[src/rtl/bpar_pkg.sv]
package bpar_pkg;

  typedef enum logic [1:0] {
    PH_IDLE = 2'd0,
    PH_ADDR = 2'd1,
    PH_DATA = 2'd2
  } phase_e;

  // Address sampling outranks data completion; an own-drive cycle is never checked.
  function automatic phase_e classify(input logic addr_s, input logic data_s,
                                      input logic own);
    phase_e k;
    if (own)         k = PH_IDLE;
    else if (addr_s) k = PH_ADDR;
    else if (data_s) k = PH_DATA;
    else             k = PH_IDLE;
    return k;
  endfunction

endpackage

[src/rtl/bpar_xor_tree.sv]
module bpar_xor_tree #(
  parameter int W = 37
) (
  input  logic [W-1:0] bits_in,
  output logic         odd_out
);
  localparam int LEVELS = (W > 1) ? $clog2(W) : 0;
  localparam int LEAVES = 1 << LEVELS;
  localparam int NODES  = 2 * LEAVES - 1;

  logic [NODES-1:0] node;

  genvar i;
  generate
    for (i = 0; i < LEAVES; i++) begin : g_leaf
      if (i < W) begin : g_used
        assign node[LEAVES-1+i] = bits_in[i];
      end else begin : g_pad
        assign node[LEAVES-1+i] = 1'b0;
      end
    end
    for (i = 0; i < LEAVES - 1; i++) begin : g_inner
      assign node[i] = node[2*i+1] ^ node[2*i+2];
    end
  endgenerate

  assign odd_out = node[0];
endmodule

[src/rtl/bpar_capture.sv]
module bpar_capture
  import bpar_pkg::*;
#(
  parameter int BUS_W = 36
) (
  input  logic             clk,
  input  logic             rst_n,
  input  logic [BUS_W-1:0] bus_in,
  input  logic             addr_strobe,
  input  logic             data_strobe,
  input  logic             own_drive,
  output logic [BUS_W-1:0] bus_q,
  output phase_e           kind_q,
  output logic             drive_q
);
  always_ff @(posedge clk or negedge rst_n) begin
    if (!rst_n) begin
      bus_q   <= '0;
      kind_q  <= PH_IDLE;
      drive_q <= 1'b0;
    end else begin
      bus_q   <= bus_in;
      kind_q  <= classify(addr_strobe, data_strobe, own_drive);
      drive_q <= own_drive;
    end
  end


  own_drive_idle_chk: assert property (@(posedge clk) disable iff (!rst_n)
    own_drive |=> (kind_q == PH_IDLE));

endmodule

[src/rtl/bpar_report.sv]
module bpar_report
  import bpar_pkg::*;
(
  input  logic   clk,
  input  logic   rst_n,
  input  phase_e kind_q,
  input  logic   mismatch,
  input  logic   data_err_en,
  input  logic   sys_err_en,
  input  logic   parity_seen_clr,
  input  logic   sys_err_clr,
  output logic   data_err_pulse,
  output logic   sys_err_pulse,
  output logic   parity_seen_sts,
  output logic   sys_err_sts
);
  logic bad_addr, bad_data, sys_fire;

  assign bad_addr = (kind_q == PH_ADDR) && mismatch;
  assign bad_data = (kind_q == PH_DATA) && mismatch;
  assign sys_fire = bad_addr && sys_err_en;

  always_ff @(posedge clk or negedge rst_n) begin
    if (!rst_n) begin
      data_err_pulse  <= 1'b0;
      sys_err_pulse   <= 1'b0;
      parity_seen_sts <= 1'b0;
      sys_err_sts     <= 1'b0;
    end else begin
      data_err_pulse  <= bad_data && data_err_en;
      sys_err_pulse   <= sys_fire;
      parity_seen_sts <= (bad_addr || bad_data) || (parity_seen_sts && !parity_seen_clr);
      sys_err_sts     <= sys_fire || (sys_err_sts && !sys_err_clr);
    end
  end


  data_en_gate_chk: assert property (@(posedge clk) disable iff (!rst_n)
    data_err_pulse |-> $past(data_err_en));


  sys_en_gate_chk: assert property (@(posedge clk) disable iff (!rst_n)
    sys_err_pulse |-> $past(sys_err_en));


  parity_sticky_chk: assert property (@(posedge clk) disable iff (!rst_n)
    (parity_seen_sts && !parity_seen_clr) |=> parity_seen_sts);


  sys_sticky_chk: assert property (@(posedge clk) disable iff (!rst_n)
    (sys_err_sts && !sys_err_clr) |=> sys_err_sts);

endmodule

[src/rtl/bus_parity_unit.sv]
module bus_parity_unit
  import bpar_pkg::*;
#(
  parameter int DATA_W = 32,
  parameter int CMD_W  = 4
) (
  input  logic              clk,
  input  logic              rst_n,
  input  logic [DATA_W-1:0] addr_data,
  input  logic [CMD_W-1:0]  cmd_lane,
  input  logic              chk_bit_in,
  input  logic              addr_strobe,
  input  logic              data_strobe,
  input  logic              own_drive,
  input  logic              data_err_en,
  input  logic              sys_err_en,
  input  logic              parity_seen_clr,
  input  logic              sys_err_clr,
  output logic              chk_bit_out,
  output logic              chk_bit_oe,
  output logic              data_err_pulse,
  output logic              sys_err_pulse,
  output logic              parity_seen_sts,
  output logic              sys_err_sts
);
  localparam int BUS_W = DATA_W + CMD_W;

  logic [BUS_W-1:0] bus_q;
  phase_e           kind_q;
  logic             drive_q;
  logic             gen_odd;
  logic             mismatch;

  bpar_capture #(.BUS_W(BUS_W)) u_cap (
    .clk         (clk),
    .rst_n       (rst_n),
    .bus_in      ({cmd_lane, addr_data}),
    .addr_strobe (addr_strobe),
    .data_strobe (data_strobe),
    .own_drive   (own_drive),
    .bus_q       (bus_q),
    .kind_q      (kind_q),
    .drive_q     (drive_q)
  );

  // Generated bit makes the total count of ones even.
  bpar_xor_tree #(.W(BUS_W)) u_gen (
    .bits_in (bus_q),
    .odd_out (gen_odd)
  );

  // Received bit arrives one clock after the values it covers.
  bpar_xor_tree #(.W(BUS_W + 1)) u_chk (
    .bits_in ({chk_bit_in, bus_q}),
    .odd_out (mismatch)
  );

  assign chk_bit_oe  = drive_q;
  assign chk_bit_out = drive_q & gen_odd;

  bpar_report u_rep (
    .clk             (clk),
    .rst_n           (rst_n),
    .kind_q          (kind_q),
    .mismatch        (mismatch),
    .data_err_en     (data_err_en),
    .sys_err_en      (sys_err_en),
    .parity_seen_clr (parity_seen_clr),
    .sys_err_clr     (sys_err_clr),
    .data_err_pulse  (data_err_pulse),
    .sys_err_pulse   (sys_err_pulse),
    .parity_seen_sts (parity_seen_sts),
    .sys_err_sts     (sys_err_sts)
  );


  drive_follow_chk: assert property (@(posedge clk) disable iff (!rst_n)
    own_drive |=> chk_bit_oe);


  data_timing_chk: assert property (@(posedge clk) disable iff (!rst_n)
    data_err_pulse |-> ($past(data_strobe, 2) && !$past(addr_strobe, 2)
                        && !$past(own_drive, 2)));


  sys_timing_chk: assert property (@(posedge clk) disable iff (!rst_n)
    sys_err_pulse |-> ($past(addr_strobe, 2) && !$past(own_drive, 2)));


  reset_quiet_chk: assert property (@(posedge clk)
    !rst_n |-> !(chk_bit_oe || data_err_pulse || sys_err_pulse));

endmodule

[config.mk]
export PLATFORM = sky130hd
export DESIGN_NAME = bus_parity_unit
export DESIGN_NICKNAME = d
export VERILOG_FILES = /design/src/rtl/bpar_pkg.sv /design/src/rtl/bpar_xor_tree.sv /design/src/rtl/bpar_capture.sv /design/src/rtl/bpar_report.sv /design/src/rtl/bus_parity_unit.sv
export SDC_FILE = /design/constraint.sdc
export NUM_CORES = 1
export LEC_CHECK = 0
export ABC_AREA = 1
export BUFFER_PORTS_ARGS = -buffer_cell sky130_fd_sc_hd__buf_2
export CORE_ASPECT_RATIO = 0.5
export CORE_MARGIN = 2
export CORE_UTILIZATION = 55
export DETAILED_ROUTE_END_ITERATION = 16
export PLACE_DENSITY = 0.79
export SYNTH_ARGS = -nofsm -noshare
export SYNTH_HDL_FRONTEND = slang
export SYNTH_HIERARCHICAL = 1
export SYNTH_SLANG_ARGS = --single-unit
export TNS_END_PERCENT = 5
[constraint.sdc]
create_clock -name clk -period 2.69 [get_ports clk]
set_clock_uncertainty 0.2 [all_clocks]
set_input_delay 0.807 -clock clk [delete_from_list [all_inputs] [get_ports clk]]
set_output_delay 0.807 -clock clk [all_outputs]
set_load 0.01 [all_outputs]
==> results of run 1 <==
==> worst max-delay path, delay by kind of cell (launching register included) <==
kind	cells	cell delay (ps)
buffers and inverters	3	190
DFF	1	420
and+or+nand+nor	13	880
==> per-stage QoR <==
stage          area (um^2)  total power, mW  setup TNS [ps]
2_1_floorplan         2740             1.02               0
3_3_place_gp          3090             1.12               0
3_5_place_dp          3090             1.13               0
4_1_cts               3300             1.64           -58.8
5_1_grt               3390             1.78            -311
6_report              3390             1.66            -101
==> power by group through the flow <==
| stage | logic [mW] | registers, mW | clock network [mW] |
|---|---|---|---|
| 2_1_floorplan | 0.282 | 0.739 | 0 |
| 3_3_place_gp | 0.384 | 0.739 | 0 |
| 3_5_place_dp | 0.391 | 0.741 | 0 |
| 4_1_cts | 0.413 | 0.724 | 0.507 |
| 5_1_grt | 0.507 | 0.734 | 0.538 |
| 6_report | 0.438 | 0.726 | 0.499 |
==> cell usage in the layout, fill, tap and decap left out <==
master,synthesis,final
xnor2_1,16,15
buf_6,0,1
dfrtp_1,43,39
nor2_2,3,5
nand4_1,1,1
inv_2,5,7
xor2_1,15,14
buf_4,0,19
nand2_1,262,255
nand3_1,13,11
nand2_2,4,11
clkinvlp_4,0,1
nor2_1,8,6
dfrtp_2,0,4
inv_1,55,53
buf_2,0,50
clkbuf_8,0,5
bufinv_16,0,1
nand3_2,2,4
xnor2_2,1,2
xor2_2,0,1
==> path summary, 6_finish.rpt <==
kind	startpoint	endpoint	slack [ps]	cells after the start
min reg2reg	u_rep/sys_err_sts	u_rep/sys_err_sts	280	2
min in group asynchronous	rst_n	u_cap/bus_q[22]	370	2
min	u_rep/sys_err_sts	u_rep/sys_err_sts	280	2
max reg2reg	u_cap/bus_q[8]	u_rep/parity_seen_sts	620	16
max	u_cap/bus_q[25]	chk_bit_out	-100	16
max in group asynchronous	rst_n	u_cap/bus_q[0]	1520	2
==> flip-flops by register name (all words and copies together), names as in the netlist <==
register	count
u_cap/bus_q	36
u_cap/kind_q	2
u_cap/drive_q	1
u_rep/data_err_pulse	1
u_rep/parity_seen_sts	1
u_rep/sys_err_pulse	1
u_rep/sys_err_sts	1
==> logic make-up (layout without fill, tap and decap cells) <==
group	after synthesis	count (layout)	share of synthesized area [%]
XOR/XNOR	32	32	10.5
buffers and inverters	60	137	8.23
flip-flops	43	43	39.3
AND/OR/NAND/NOR	293	293	42.0
==> cell type report <==
class	instances	area (um^2)	share of cell area, %
clock buffers	5	68.8	2.03
well taps	70	87.6	2.58
clock inverters	2	37.5	1.11
multi-input cells	325	1480	43.8
flip-flops and latches	43	1080	31.9
repair buffers	70	404	11.9
inverters	60	225	6.65
==> routing by layer <==
metal	wire [um]	GRT usage, %	part of all wire (%)	vias up
met3	199	4.72	3.8	4
li1	-	-	-	1396
met4	35	6.98	0.67	0
met5	0	0	0	-
met1	2370	22.1	45	1098
met2	2620	35.7	50	38
==> repair_timing <==
| action | in CTS | in global routing |
|---|---|---|
| buffers inserted | 14 | 4 |
| endpoints found under the setup margin | 1 | 1 |
| pin swaps | 0 | 6 |
| hold endpoints to repair | 0 | 0 |
| gates resized for setup | 1 | 19 |
==> flow_summary.json, run 1 <==
{
  "status": "finished with violations",
  "violations": "setup timing",
  "synth_nets": 474,
  "path_clk_slew_ps": 80,
  "rsz0062_at_grt": "true",
  "antenna_found_initial": 0,
  "timing.final.crit_share_pct": 104,
  "path_cells": "nand2_1 -> inv_1 -> nor2_2 -> nand2_1 -> nand2_2 -> nand2_2 -> nand2_2 -> nand2_2 -> nand2_2 -> nand2_2 -> nand2_1 -> nand2_1 -> nand2_1 -> nand2_1 -> inv_2 -> buf_6",
  "worst_slew_pin_slew_ps": 546,
  "hp-class": "flop to flop",
  "fp.dieH_um": 53.9,
  "grt_overflow": 0,
  "place_ws_ps": 237,
  "max_cap_viol_count": 0,
  "place_congestion": 0.786,
  "synth_common_cells": "nand2_1, inv_1, dfrtp_1, xnor2_1, xor2_1",
  "pin_count": 52,
  "clock_sinks": 43,
  "antenna_left": 0,
  "fin_nets": 551,
  "yosysSeqAreaShare_pct": 39.3,
  "slew_headroom_pct": 63.6,
  "layout_setup_ws_ps": -101,
  "synthTopCellsByArea": "dfrtp_1, nand2_1, inv_1, xnor2_1, xor2_1",
  "maxSlewViolCount": 0,
  "p_comb_share_pct": 26.3,
  "yosysWarnings": 6,
  "cpMaxStageDelayCell": "dfrtp_1",
  "drt_pass1_iterations": 4,
  "finalHoldViolCount": 0,
  "portBuffers": 51,
  "cts-root-buf": "clkbuf_8",
  "clockPowerShare_pct": 30.0,
  "worstSetupPathType": "flop to primary output",
  "core_area_mm2": 0.00486,
  "dp_hpwl_um": 3800,
  "p_leak_nw": 2.12,
  "p_int_mw": 1.14,
  "gr-usage-all-layers_pct": 19.0,
  "htree_levels": 2,
  "p_sw_mw": 0.522,
  "die_w_um": 104,
  "required_ps": 1680,
  "drc_errors": 0,
  "stdcell_count": 575,
  "vias_per_cell": 4.41,
  "synth_top_area_cell": "dfrtp_1",
  "rows": 18,
  "p_seq_share_pct": 43.7,
  "grt_pass1_wl_um": 8370,
  "switching_share_pct": 31.4,
  "postCtsHoldBufs": 0,
  "clock_path_buffers": 2,
  "tritoncts": "yes",
  "power_density_mw_per_mm2": 491,
  "clk_latency_ps": 300,
  "drive_above_1_share_pct": 22.0,
  "start_util_pct": 56.3,
  "area_growth_pct": 23.8,
  "synth-seq-cells": 43,
  "finalWirelength_um": 5230,
  "wl_per_cell_um": 9.10,
  "num-fill-cells": 421,
  "synth_cell_types": 13,
  "finish.utilization_pct": 69.7,
  "arrival_ps": 1780,
  "fin_crit_ps": 2790,
  "drt_iter0_drc": 81,
  "synth_ff_type": "dfrtp_1",
  "synth_area_per_cell_um2": 6.40,
  "vias": 2536,
  "grt_pass1_vias": 2118,
  "yosysTopAreaCellShare_pct": 39.3,
  "critPathMaxStageDelay_ps": 420,
  "setup_viol": 1,
  "start_kind": "flop",
  "fmax_mhz": 358,
  "async_reset_ff_share_pct": 100,
  "hold_slack_ps": 285,
  "yosysMostFrequentCell": "nand2_1",
  "end_kind": "primary output",
  "synth_cells": 428,
  "diodes": 0,
  "syn_area_mm2": 0.00274,
  "vdd_ir_drop_max_uv": 257,
  "fp.dieArea_mm2": 0.00559,
  "grt_max_degree": 44,
  "cp_max_fo": 4,
  "synth_edf_count": 0,
  "numCtsBuffers": 5,
  "place_inst": 550
}
No activity file was read; power rests on OpenSTA's default activity.
==> run 2, diff against run 1 <==
--- a/config.mk
+++ b/config.mk
@@ -10,6 +10,8 @@
 export CORE_ASPECT_RATIO = 0.5
 export CORE_MARGIN = 2
 export CORE_UTILIZATION = 55
+export CTS_BUF_LIST = sky130_fd_sc_hd__clkbuf_16
+export CTS_CLUSTER_SIZE = 25
 export DETAILED_ROUTE_END_ITERATION = 16
 export PLACE_DENSITY = 0.79
 export SYNTH_ARGS = -nofsm -noshare
==> flow_summary.json, run 2 (synthesized netlist as in run 1, its figures left out) <==
{
  "die_w_um": 104,
  "place_congestion": 0.786,
  "antenna_left": 0,
  "fin_crit_ps": 2770,
  "worst_slew_pin_slew_ps": 538,
  "htree_levels": 2,
  "wl_per_cell_um": 9.11,
  "rsz0062_at_grt": "true",
  "regArea_mm2": 0.00108,
  "setup-tns-final_ps": -81.9,
  "pin_count": 52,
  "tritoncts": "yes",
  "cp_max_fo": 4,
  "numCtsBuffers": 5,
  "layout_setup_ws_ps": -81.9,
  "start_kind": "flop",
  "finalWirelength_um": 5220,
  "grt_pass1_vias": 2137,
  "antenna_found_initial": 0,
  "layout_commonest_cell": "nand2_1",
  "largest_reg_flops": 36,
  "grt_overflow": 0,
  "slew_headroom_pct": 64.2,
  "vias_per_cell": 4.49,
  "p_sw_mw": 0.535,
  "start_util_pct": 56.3,
  "violations": "setup timing",
  "final_cell_mix": "nand2_1, inv_1, buf_2",
  "portBuffers": 51,
  "place_area_mm2": 0.00309,
  "fmax_mhz": 361,
  "arrival_ps": 1760,
  "status": "finished with violations",
  "power_density_mw_per_mm2": 537,
  "hold_slack_ps": 280,
  "place_ws_ps": 237,
  "diodes": 0,
  "drt_pass1_iterations": 5,
  "fp.dieH_um": 53.9,
  "largest_registers": "u_cap/bus_q (36), u_cap/kind_q (2)",
  "dp_hpwl_um": 3800,
  "fp.dieArea_mm2": 0.00559,
  "switching_share_pct": 29.2,
  "p_comb_share_pct": 23.7,
  "clock_path_buffers": 2,
  "path_clk_slew_ps": 60,
  "p_leak_nw": 2.13,
  "vias": 2570,
  "end_kind": "primary output",
  "multi_input_area_mm2": 0.00147,
  "drive_above_1_share_pct": 21.1,
  "drt_iter0_drc": 94,
  "worstSetupPathType": "flop to primary output",
  "setup_viol": 1,
  "timing.final.crit_share_pct": 103,
  "grt_max_degree": 44,
  "gr-usage-all-layers_pct": 19.3,
  "p_seq_share_pct": 39.6,
  "hp-class": "flop to flop",
  "vdd_ir_drop_max_uv": 393,
  "rows": 18,
  "fin_nets": 549,
  "max_cap_viol_count": 0,
  "cts-root-buf": "clkbuf_16",
  "finalHoldViolCount": 0,
  "power_mw": 1.84,
  "regMostFlops": "u_cap/bus_q",
  "p_int_mw": 1.30,
  "clockPowerShare_pct": 36.7,
  "area_growth_pct": 24.9,
  "maxSlewViolCount": 0,
  "num-fill-cells": 421,
  "clk_latency_ps": 290,
  "drc_errors": 0,
  "grt_pass1_wl_um": 8430,
  "design_area_mm2": 0.00342,
  "core_area_mm2": 0.00486,
  "required_ps": 1680,
  "clock_sinks": 43,
  "postCtsHoldBufs": 0
}
==> run 2: cell types whose count changed in the layout (fill, tap and decap cells not counted), sizes merged <==
cell,delta
buf,-2
==> run 2: stage by stage <==
stage | util [%] | instances
2_1_floorplan | - | 428
3_3_place_gp | 63.5 | 550
3_5_place_dp | 63.5 | 550
4_1_cts | 68.8 | 570
5_1_grt | 70.3 | 573
6_report | 70.3 | 573
==> run 2: final cells by class <==
cell class              instances  area share (%)
clock buffers                   5            3.66
repair buffers                 68            11.4
multi-input cells             325            43.1
flip-flops and latches         43            31.6
clock inverters                 2            1.10
well taps                      70            2.56
inverters                      60            6.59
==> run 2: timing repair <==
item                                    CTS  global route
hold endpoints to repair                  0             0
setup buffers                            13             3
gates resized for setup                   0            17
pin swaps                                 2             9
endpoints found under the setup margin    1             1
==> run 2: worst paths after layout <==
path | from | to | slack [ps] | depth (start not counted)
setup / recovery | u_cap/bus_q[25] | chk_bit_out | -80 | 16
hold / removal | u_rep/sys_err_sts | u_rep/sys_err_sts | 280 | 2
setup reg to reg | u_cap/bus_q[8] | u_rep/parity_seen_sts | 630 | 16
hold reg to reg | u_rep/sys_err_sts | u_rep/sys_err_sts | 280 | 2
max in group asynchronous | rst_n | u_cap/bus_q[0] | 1510 | 2
min in group asynchronous | rst_n | u_cap/bus_q[26] | 390 | 2
==> run 2: power groups by stage <==
stage                     Clock (mW)  Combinational (mW)  Sequential, mW
final                          0.674               0.435           0.726
after detailed placement           0               0.391           0.741
after floorplan                    0               0.282           0.739
after global routing           0.719               0.503           0.733
after global placement             0               0.384           0.739
after CTS                      0.686               0.414           0.724
==> run 2: worst max-delay path, cell delays in order, from the launching register on <==
cell and delay [ps]:
dfrtp_1 410, nand2_1 100, inv_1 60, nor2_2 120
nand2_1 60, nand2_1 90, nand2_2 80, nand2_2 60
nand2_2 60, nand2_2 70, nand2_2 50, nand2_1 50
nand2_1 40, nand2_1 50, nand2_1 60, inv_2 50
buf_6 90
==> run 2: per-layer routing <==
metal / track usage, % / wire, um / part of all wire, % / up-vias
li1: - / - / - / 1395
met1: 22.5 / 2330 / 45 / 1118
met2: 35.7 / 2600 / 50 / 45
met3: 4.96 / 205 / 3.9 / 12
met4: 7.88 / 83 / 1.6 / 0
met5: 0 / 0 / 0 / -
==> run 3, diff against run 2 <==
--- a/config.mk
+++ b/config.mk
@@ -14,6 +14,7 @@
 export CTS_CLUSTER_SIZE = 25
 export DETAILED_ROUTE_END_ITERATION = 16
 export PLACE_DENSITY = 0.79
+export REMOVE_ABC_BUFFERS = 1
 export SYNTH_ARGS = -nofsm -noshare
 export SYNTH_HDL_FRONTEND = slang
 export SYNTH_HIERARCHICAL = 1
==> constraint.sdc (replaced) <==
create_clock -name clk -period 2.69 [get_ports clk]
set_clock_uncertainty 0.2 [all_clocks]
set_input_delay 0.4035 -clock clk [delete_from_list [all_inputs] [get_ports clk]]
set_output_delay 0.4035 -clock clk [all_outputs]
set_load 0.01 [all_outputs]
==> flow_summary.json, run 3 (synthesized netlist as in run 1, its figures left out) <==
{
  "rows": 18,
  "arrival_ps": 1760,
  "hp-class": "primary input to flop",
  "worstSetupPathType": "flop to primary output",
  "setup-tns-final_ps": 0,
  "required_ps": 2090,
  "vias": 2465,
  "power_density_mw_per_mm2": 552,
  "place_ws_ps": 636,
  "ctsResizeCount": 0,
  "clock_sinks": 43,
  "largest_reg_flops": 36,
  "regMostFlops": "u_cap/bus_q",
  "pin_count": 52,
  "numCtsBuffers": 5,
  "finalHoldViolCount": 0,
  "area_growth_pct": 18.5,
  "portBuffers": 51,
  "start_util_pct": 56.3,
  "setup_viol": 0,
  "largest_registers": "u_cap/bus_q (36), u_cap/kind_q (2)",
  "path_clk_slew_ps": 60,
  "fin_crit_ps": 2360,
  "reg2reg_from": "u_cap/bus_q[27]",
  "grt_overflow": 0,
  "hold_slack_ps": 26.6,
  "die_w_um": 104,
  "slew_headroom_pct": 36.0,
  "grt_pass1_vias": 2054,
  "dp_hpwl_um": 3870,
  "regToRegSetupSlack_ps": 830,
  "layout_setup_ws_ps": 330,
  "cts-root-buf": "clkbuf_16",
  "postCtsHoldBufs": 0,
  "finalWirelength_um": 4870,
  "place_inst": 549,
  "fp.dieArea_mm2": 0.00559,
  "clock_path_buffers": 2,
  "timing.final.crit_share_pct": 87.7,
  "cp-endpoint": "chk_bit_out",
  "grt_pass1_wl_um": 8180,
  "post-cts-setup-buffers": 0,
  "clk_latency_ps": 280,
  "status": "finished clean",
  "diodes": 0,
  "vdd_ir_drop_max_uv": 318,
  "max_cap_viol_count": 0,
  "r2r_end": "u_rep/parity_seen_sts",
  "tritoncts": "yes",
  "fin_nets": 532,
  "fmax_mhz": 424,
  "vias_per_cell": 4.43,
  "wl_per_cell_um": 8.76,
  "rsz0062_at_grt": "false",
  "finish.utilization_pct": 66.7,
  "ff2ff_path_depth": 12,
  "start_kind": "flop",
  "startpoint": "u_cap/bus_q[8]",
  "worst_slew_pin_slew_ps": 960,
  "grt_max_degree": 44,
  "drt_pass1_iterations": 4,
  "maxSlewViolCount": 0,
  "end_kind": "primary output",
  "place_congestion": 0.844,
  "htree_levels": 2,
  "drc_errors": 0,
  "drive_above_1_share_pct": 15.0,
  "antenna_found_initial": 0,
  "antenna_left": 0,
  "core_area_mm2": 0.00486,
  "p_leak_nw": 2.04,
  "stdcell_count": 556,
  "cp_max_fo": 5,
  "fp.dieH_um": 53.9,
  "final_cell_mix": "nand2_1, inv_1, buf_2",
  "layout_commonest_cell": "nand2_1",
  "drt_iter0_drc": 112,
  "gr-usage-all-layers_pct": 18.2
}
[run 3: worst min-delay path by stage]
stage / from / endpoint / slack (ps) / cells after the start
after floorplan: rst_n / u_cap/bus_q[0] / -90 / 0
after global placement: u_rep/sys_err_sts / u_rep/sys_err_sts / 260 / 2
after detailed placement: u_rep/sys_err_sts / u_rep/sys_err_sts / 270 / 2
after CTS: addr_data[24] / u_cap/bus_q[24] / 20 / 1
after global routing: addr_data[29] / u_cap/bus_q[29] / 10 / 1
final: addr_data[30] / u_cap/bus_q[30] / 30 / 1
[run 3: area by class of cell]
class / instances / area [um^2]
clock buffers: 5 / 125
clock inverters: 2 / 37.5
inverters: 60 / 225
repair buffers: 51 / 255
well taps: 70 / 87.6
fillers: 441 / 1620
multi-input cells: 325 / 1440
flip-flops and latches: 43 / 1080
[run 3: critical path, stage by stage (launching register included)]
cell and delay, ps:
dfrtp_1 420, nand2_1 100, inv_1 40, nor2_1 100, nand2_1 70, nand2_1 70
nand2_1 50, nand2_1 100, nand3_1 80, nand2_1 100, inv_1 40, nand2_1 50
nand2_1 40, nand2_1 50, inv_1 30, buf_2 120
[run 3: report_power, final]
group,switching (mW),internal (mW)
clock,0.237,0.432
sequential,0.0457,0.684
combinational,0.234,0.158
[run 3: layer usage]
layer	vias to the layer above	track usage (%)	share of wire (%)
li1	1363	-	-
met2	38	33.4	48
met4	0	4.95	0.97
met3	6	4.12	3.1
met1	1058	22.6	48
met5	-	0	0
[run 3: per-stage QoR]
stage | area (um^2) | power, mW
floorplan | 2740 | 1.02
global placement | 3080 | 1.12
detailed placement | 3080 | 1.13
CTS | 3240 | 1.81
global route | 3240 | 1.91
finish | 3240 | 1.79
